$ cat config.mk
export PLATFORM = sky130hd
export DESIGN_NAME = ddr_wcrc_top
export DESIGN_NICKNAME = d
export VERILOG_FILES = /design/src/rtl/ddr_wcrc_pkg.sv /design/src/rtl/dbi_beat_enc.sv /design/src/rtl/crc_base_xor.sv /design/src/rtl/crc_dbi_fix.sv /design/src/rtl/ddr_wcrc_top.sv
export SDC_FILE = /design/constraint.sdc
export NUM_CORES = 1
export LEC_CHECK = 0
export ABC_CLOCK_PERIOD_IN_PS = 11800
export BUFFER_PORTS_ARGS = -buffer_cell sky130_fd_sc_hd__buf_2
export CAP_MARGIN = 5
export CORE_UTILIZATION = 60
export DETAILED_ROUTE_END_ITERATION = 16
export PLACE_DENSITY = 0.89
export SKIP_LAST_GASP = 1
export SLEW_MARGIN = 0
export SYNTH_ARGS = -nofsm -noshare
export SYNTH_HDL_FRONTEND = slang
export SYNTH_SLANG_ARGS = --single-unit
export TNS_END_PERCENT = 100
$ cat constraint.sdc
create_clock -name clk -period 11.8 [get_ports clk]
set_clock_uncertainty 0.2 [all_clocks]
set_input_delay 1.18 -clock clk [delete_from_list [all_inputs] [get_ports clk]]
set_output_delay 1.18 -clock clk [all_outputs]
set_load 0.01 [all_outputs]
$ cat src/rtl/ddr_wcrc_pkg.sv
package ddr_wcrc_pkg;

    typedef enum logic {
        ST_IDLE   = 1'b0,
        ST_LOADED = 1'b1
    } wcrc_state_e;

    // Contribution of a single 1 at stream position pos to checksum bit idx,
    // for an MSB-first shift register starting at zero.
    function automatic logic impulse_bit(int pos, int total, int crc_w, int poly, int idx);
        logic [31:0] s;
        logic [31:0] msk;
        logic        fb;
        msk = (32'd1 << crc_w) - 32'd1;
        s   = poly & msk;
        for (int t = 0; t < total - 1 - pos; t++) begin
            fb = s[crc_w-1];
            s  = (s << 1) & msk;
            if (fb) s = s ^ poly;
        end
        return s[idx];
    endfunction

endpackage

$ cat src/rtl/dbi_beat_enc.sv
module dbi_beat_enc #(
    parameter int W = 8
) (
    input  logic [W-1:0] raw,
    output logic [W-1:0] enc,
    output logic         inv
);
    localparam int CW = $clog2(W + 1);

    logic [CW-1:0] zeros;

    always_comb begin
        zeros = '0;
        for (int j = 0; j < W; j++) begin
            if (!raw[j]) zeros = zeros + CW'(1);
        end
        inv = (zeros > CW'(W / 2));
        enc = inv ? ~raw : raw;
    end
endmodule

$ cat src/rtl/crc_base_xor.sv
module crc_base_xor #(
    parameter int BEATS = 8,
    parameter int W     = 8,
    parameter int CRC_W = 8,
    parameter int POLY  = 'h07
) (
    input  logic [BEATS*W-1:0] raw,
    output logic [CRC_W-1:0]   base
);
    import ddr_wcrc_pkg::*;

    localparam int DATA  = BEATS * W;
    localparam int TOTAL = BEATS * (W + 1);

    function automatic logic [DATA-1:0] data_mask(int idx);
        logic [DATA-1:0] m;
        m = '0;
        for (int k = 0; k < BEATS; k++)
            for (int j = 0; j < W; j++)
                m[k*W+j] = impulse_bit(k*(W+1)+j, TOTAL, CRC_W, POLY, idx);
        return m;
    endfunction

    // Flag bits are taken as zero here; crc_dbi_fix adds them back.
    for (genvar i = 0; i < CRC_W; i++) begin : g_bit
        localparam logic [DATA-1:0] MASK = data_mask(i);
        assign base[i] = ^(raw & MASK);
    end
endmodule

$ cat src/rtl/crc_dbi_fix.sv
module crc_dbi_fix #(
    parameter int BEATS = 8,
    parameter int W     = 8,
    parameter int CRC_W = 8,
    parameter int POLY  = 'h07
) (
    input  logic [CRC_W-1:0] base,
    input  logic [BEATS-1:0] inv,
    output logic [CRC_W-1:0] crc
);
    import ddr_wcrc_pkg::*;

    localparam int TOTAL = BEATS * (W + 1);

    function automatic logic beat_odd(int idx, int k);
        logic p;
        p = 1'b0;
        for (int j = 0; j < W; j++)
            p = p ^ impulse_bit(k*(W+1)+j, TOTAL, CRC_W, POLY, idx);
        return p;
    endfunction

    for (genvar i = 0; i < CRC_W; i++) begin : g_bit
        logic [BEATS-1:0] term;
        for (genvar k = 0; k < BEATS; k++) begin : g_beat
            localparam logic INCL = impulse_bit(k*(W+1)+W, TOTAL, CRC_W, POLY, i);
            localparam logic ODD  = beat_odd(i, k);
            // Flag bit sent is ~inv; inverting the beat flips the bit iff ODD.
            assign term[k] = (INCL & ~inv[k]) ^ (ODD & inv[k]);
        end
        // Late merge: one XOR level beyond the base tree.
        assign crc[i] = base[i] ^ (^term);
    end
endmodule

$ cat src/rtl/ddr_wcrc_top.sv
module ddr_wcrc_top #(
    parameter int BEATS = 8,
    parameter int W     = 8,
    parameter int CRC_W = 8,
    parameter int POLY  = 'h07
) (
    input  logic                 clk,
    input  logic                 rst_n,
    input  logic                 in_valid,
    input  logic [BEATS*W-1:0]   in_data,
    output logic                 out_valid,
    output logic [BEATS*W-1:0]   out_data,
    output logic [BEATS-1:0]     out_dbi_n,
    output logic [CRC_W-1:0]     out_crc
);
    import ddr_wcrc_pkg::*;

    localparam int DATA = BEATS * W;

    wcrc_state_e     state, state_nx;
    logic [DATA-1:0] raw_q;
    logic [BEATS-1:0] inv;
    logic [CRC_W-1:0] base;

    always_comb begin
        unique case (state)
            ST_IDLE:   state_nx = in_valid ? ST_LOADED : ST_IDLE;
            ST_LOADED: state_nx = in_valid ? ST_LOADED : ST_IDLE;
            default:   state_nx = ST_IDLE;
        endcase
    end

    always_ff @(posedge clk) begin
        if (!rst_n) begin
            state <= ST_IDLE;
            raw_q <= '0;
        end else begin
            state <= state_nx;
            if (in_valid) raw_q <= in_data;
        end
    end

    always_comb begin
        unique case (state)
            ST_IDLE:   out_valid = 1'b0;
            ST_LOADED: out_valid = 1'b1;
            default:   out_valid = 1'b0;
        endcase
    end

    for (genvar k = 0; k < BEATS; k++) begin : g_enc
        dbi_beat_enc #(.W(W)) u_enc (
            .raw (raw_q[k*W +: W]),
            .enc (out_data[k*W +: W]),
            .inv (inv[k])
        );
    end

    assign out_dbi_n = ~inv;

    crc_base_xor #(.BEATS(BEATS), .W(W), .CRC_W(CRC_W), .POLY(POLY)) u_base (
        .raw  (raw_q),
        .base (base)
    );

    crc_dbi_fix #(.BEATS(BEATS), .W(W), .CRC_W(CRC_W), .POLY(POLY)) u_fix (
        .base (base),
        .inv  (inv),
        .crc  (out_crc)
    );
endmodule

==> results.md <==
- DR WL/cell: 16.5 um
- Footprint of the multi-input gates: 8160 um2
- Port bufs: 147
- Worst VDD drop: 0.246 mV
- CTS Buf Count: 9
- Core ar.: 16500 um2
- Pin count of the biggest net entering global routing: 66
- Initial detailed-routing violation count: 719
- Max_cap viols: 0
- Synth Instances: 1217
- Max Fclk: 126 MHz
- Final setup fails: 0
- Startpoint types: register
- All-Layer GR Usage: 28.7%
- Top cells by area, synth: xnor2_1 20%, dfxtp_1 13%, mux2i_1 8.5%
- Starting utilization of the core area: 61.1%
- Nets: 1424
- Post-synth EDFFs: 0
- Met3 WL: 1.30 mm
- Pleak: 0.00463 uW
- Status: completed
- Hold Crit Class: register to register
- Vias in the first global route: 8393
- Yosys warns: 0
- PwrDens: 337 nW/um2
- Largest driver fanout on the critical path: 10
- Cell chain of the critical path: inv_1 -> ha_1 -> xnor2_1 -> ha_1 -> xor3_1 -> a21oi_1 -> o21a_1 -> nor2_1 -> mux2_2 -> ha_1 -> inv_1 -> nor2_1 -> a21o_1 -> ha_1 -> nor2_1 -> a21oi_1 -> a211o_1 -> a41oi_1 -> xnor2_1 -> xnor2_1 -> xnor2_1 -> buf_2
- Dpl hpwl: 19.0 mm
- CP required: 10.42 ns
- # Post-CTS Setup Buffers: 0
- Post-synth cell types: 80
- Syn_nets: 1348
- Rows: 47
- Syn avg cell area: 8.30 um2
- Async set-reset flop share out of synthesis: 0%
- Global-route wire length before repair: 40.9 mm
- Htree depth: 3
- Final ANT Viol Nets: 0
- Top Layer Used: met4
- Area of the mapped netlist: 10100 um2
- Overflow after GRT: 0
- Fillers: 1276
- Vias: 8847
- Total Power: 3730 uW
- Unrepaired setup endpoints after global routing: false
- Worst Setup End Kind: primary output
- CP Class: register to primary output
- Slew HR: 16.6%
- Critical Path Max Stage Delay: 0.98 ns
- Layout cells sized above 1: 15.9%
- Final Hold Viols: 0
- DIE HEIGHT: 132 um
- Die width: 132 um
- WL met2: 11.9 mm
- Post-synth top area share: 20.4%
- CTS max path bufs: 2
- # DRC: 0
- Seq/Total Area, Yosys: 12.9%
- Total die area: 17400 um2
- Register area: 1300 um2
- Initial DRT Pass Iterations: 5
- Yosys top cell by area: xnor2_1
- Fin. max-slew vios: 0
- Slowest CP cell: a41oi_1
- Worst-Margin Slew: 1.23 ns
- Area Overhead vs Synth: 9.48%
- Worst skew pair latency: 0.35 ns
- FF+latch count, synth: 65
- Final Cycle Share: 67.1%
- Worst EP arrival: 6.54 ns
- Worst-path clk slew: 0.07 ns
- # resized after CTS: 0
- M1 wire length: 11.0 mm
- Ports: 148
- Vias per cell: 5.83
- Crit path time final: 7.92 ns
- Clock root buffer: clkbuf_16
- Drt total wl: 25.1 mm
- CTS Sinks: 65
- Main flop type after synthesis: dfxtp_1
- Setup TNS Final: 0 ns
- Gpl congestion: 0.963
- Initial antenna violation count: 0
- Hold-fix buffers, CTS: 0
- Diodes inserted: 0
- CTS tree: done
==> area by class of cell <==
type	instances	share of cell area [%]
clock inverter	6	0.611
tap	220	2.49
clock buffer	10	2.07
multi-input combinational	996	73.7
inverter	70	2.40
timing repair buffer	151	6.94
sequential	65	11.8
==> synth_stat cells, drive strengths merged (8+ instances only) <==
cell type,number
xnor2,243
nor2b,104
mux2i,87
inv,69
dfxtp,65
ha,64
xor2,58
nand2,49
clkbuf,48
a21oi,39
nor2,39
buf,38
nand2b,32
o21ai,29
nor3,19
nand3,17
a31oi,15
nand3b,14
nor4,10
xnor3,10
a211oi,9
a21o,9
mux2,9
nor3b,8
==> power by group <==
group	leakage [uW]	switching [uW]	total, uW	internal, uW
Sequential	0.000537	46.5	279	233
Clock	0.000139	112	276	164
Combinational	0.00395	1710	3180	1470
Total	0.00463	1870	3730	1860
==> sequential cells by signal, indices dropped and copies added (netlist names) <==
register  count
state         1
raw_q        64
==> cell families after synthesis <==
kind of cell / count (synthesis) / synth area share, %
buf+inv: 156 / 6.40
flops: 65 / 12.9
fa+ha+maj: 64 / 7.92
mux: 100 / 10.6
compound gates: 188 / 13.3
xor+xnor: 316 / 30.7
simple gates: 328 / 18.1
==> placed cells by master, fill, tap and decap left out, types with 6 or more instances in the layout <==
master       n
xnor2_1    235
buf_2      146
nor2b_1    104
mux2i_1     86
inv_1       66
dfxtp_1     65
ha_1        64
xor2_1      56
nand2_1     49
nor2_1      39
a21oi_1     39
nand2b_1    32
o21ai_0     29
nor3_1      19
nand3_1     17
a31oi_1     15
nand3b_1    13
nor4_1      10
xnor3_1     10
mux2_2       9
a21o_1       9
a211oi_1     9
clkbuf_16    9
nor3b_1      8
or3_1        7
a311oi_1     7
or2_2        7
o21a_1       6
o31ai_1      6
and2_1       6
==> worst max-delay path: cells and delay by family (launching register included) <==
kind	cells	cell delay [ns]
compound gates	6	1.92
xor+xnor	5	1.22
fa+ha+maj	4	1.59
buf+inv	3	0.38
flops	1	0.53
mux	1	0.31
simple gates	3	0.23
==> layer usage <==
layer,global-route usage [%],up-vias
li1,-,4308
met1,35.8,4158
met2,48.7,311
met3,4.81,70
met4,12.5,0
met5,0,-
==> worst paths after layout <==
kind	startpoint	endpoint	slack, ns	cells past startpoint
max	raw_q[33]	out_crc[7]	3.88	22
min reg2reg	raw_q[56]	raw_q[56]	0.39	2
min	raw_q[56]	raw_q[56]	0.39	2
max reg2reg	raw_q[2]	raw_q[2]	10.43	2
==> per-stage QoR <==
step                setup slack [ns]  hold slack, ns  utilization [%]  instance area, um2  instances
CTS                             4.04           0.388             66.9               11100       1518
global route                    3.60           0.413             66.9               11100       1518
detailed placement              4.45           0.378             65.2               10800       1502
floorplan                       5.19           0.328                -               10100       1217
global placement                4.55           0.355             65.2               10800       1502
finish                          3.88           0.387             66.9               11100       1518
Power figures use the tool's default switching activity.
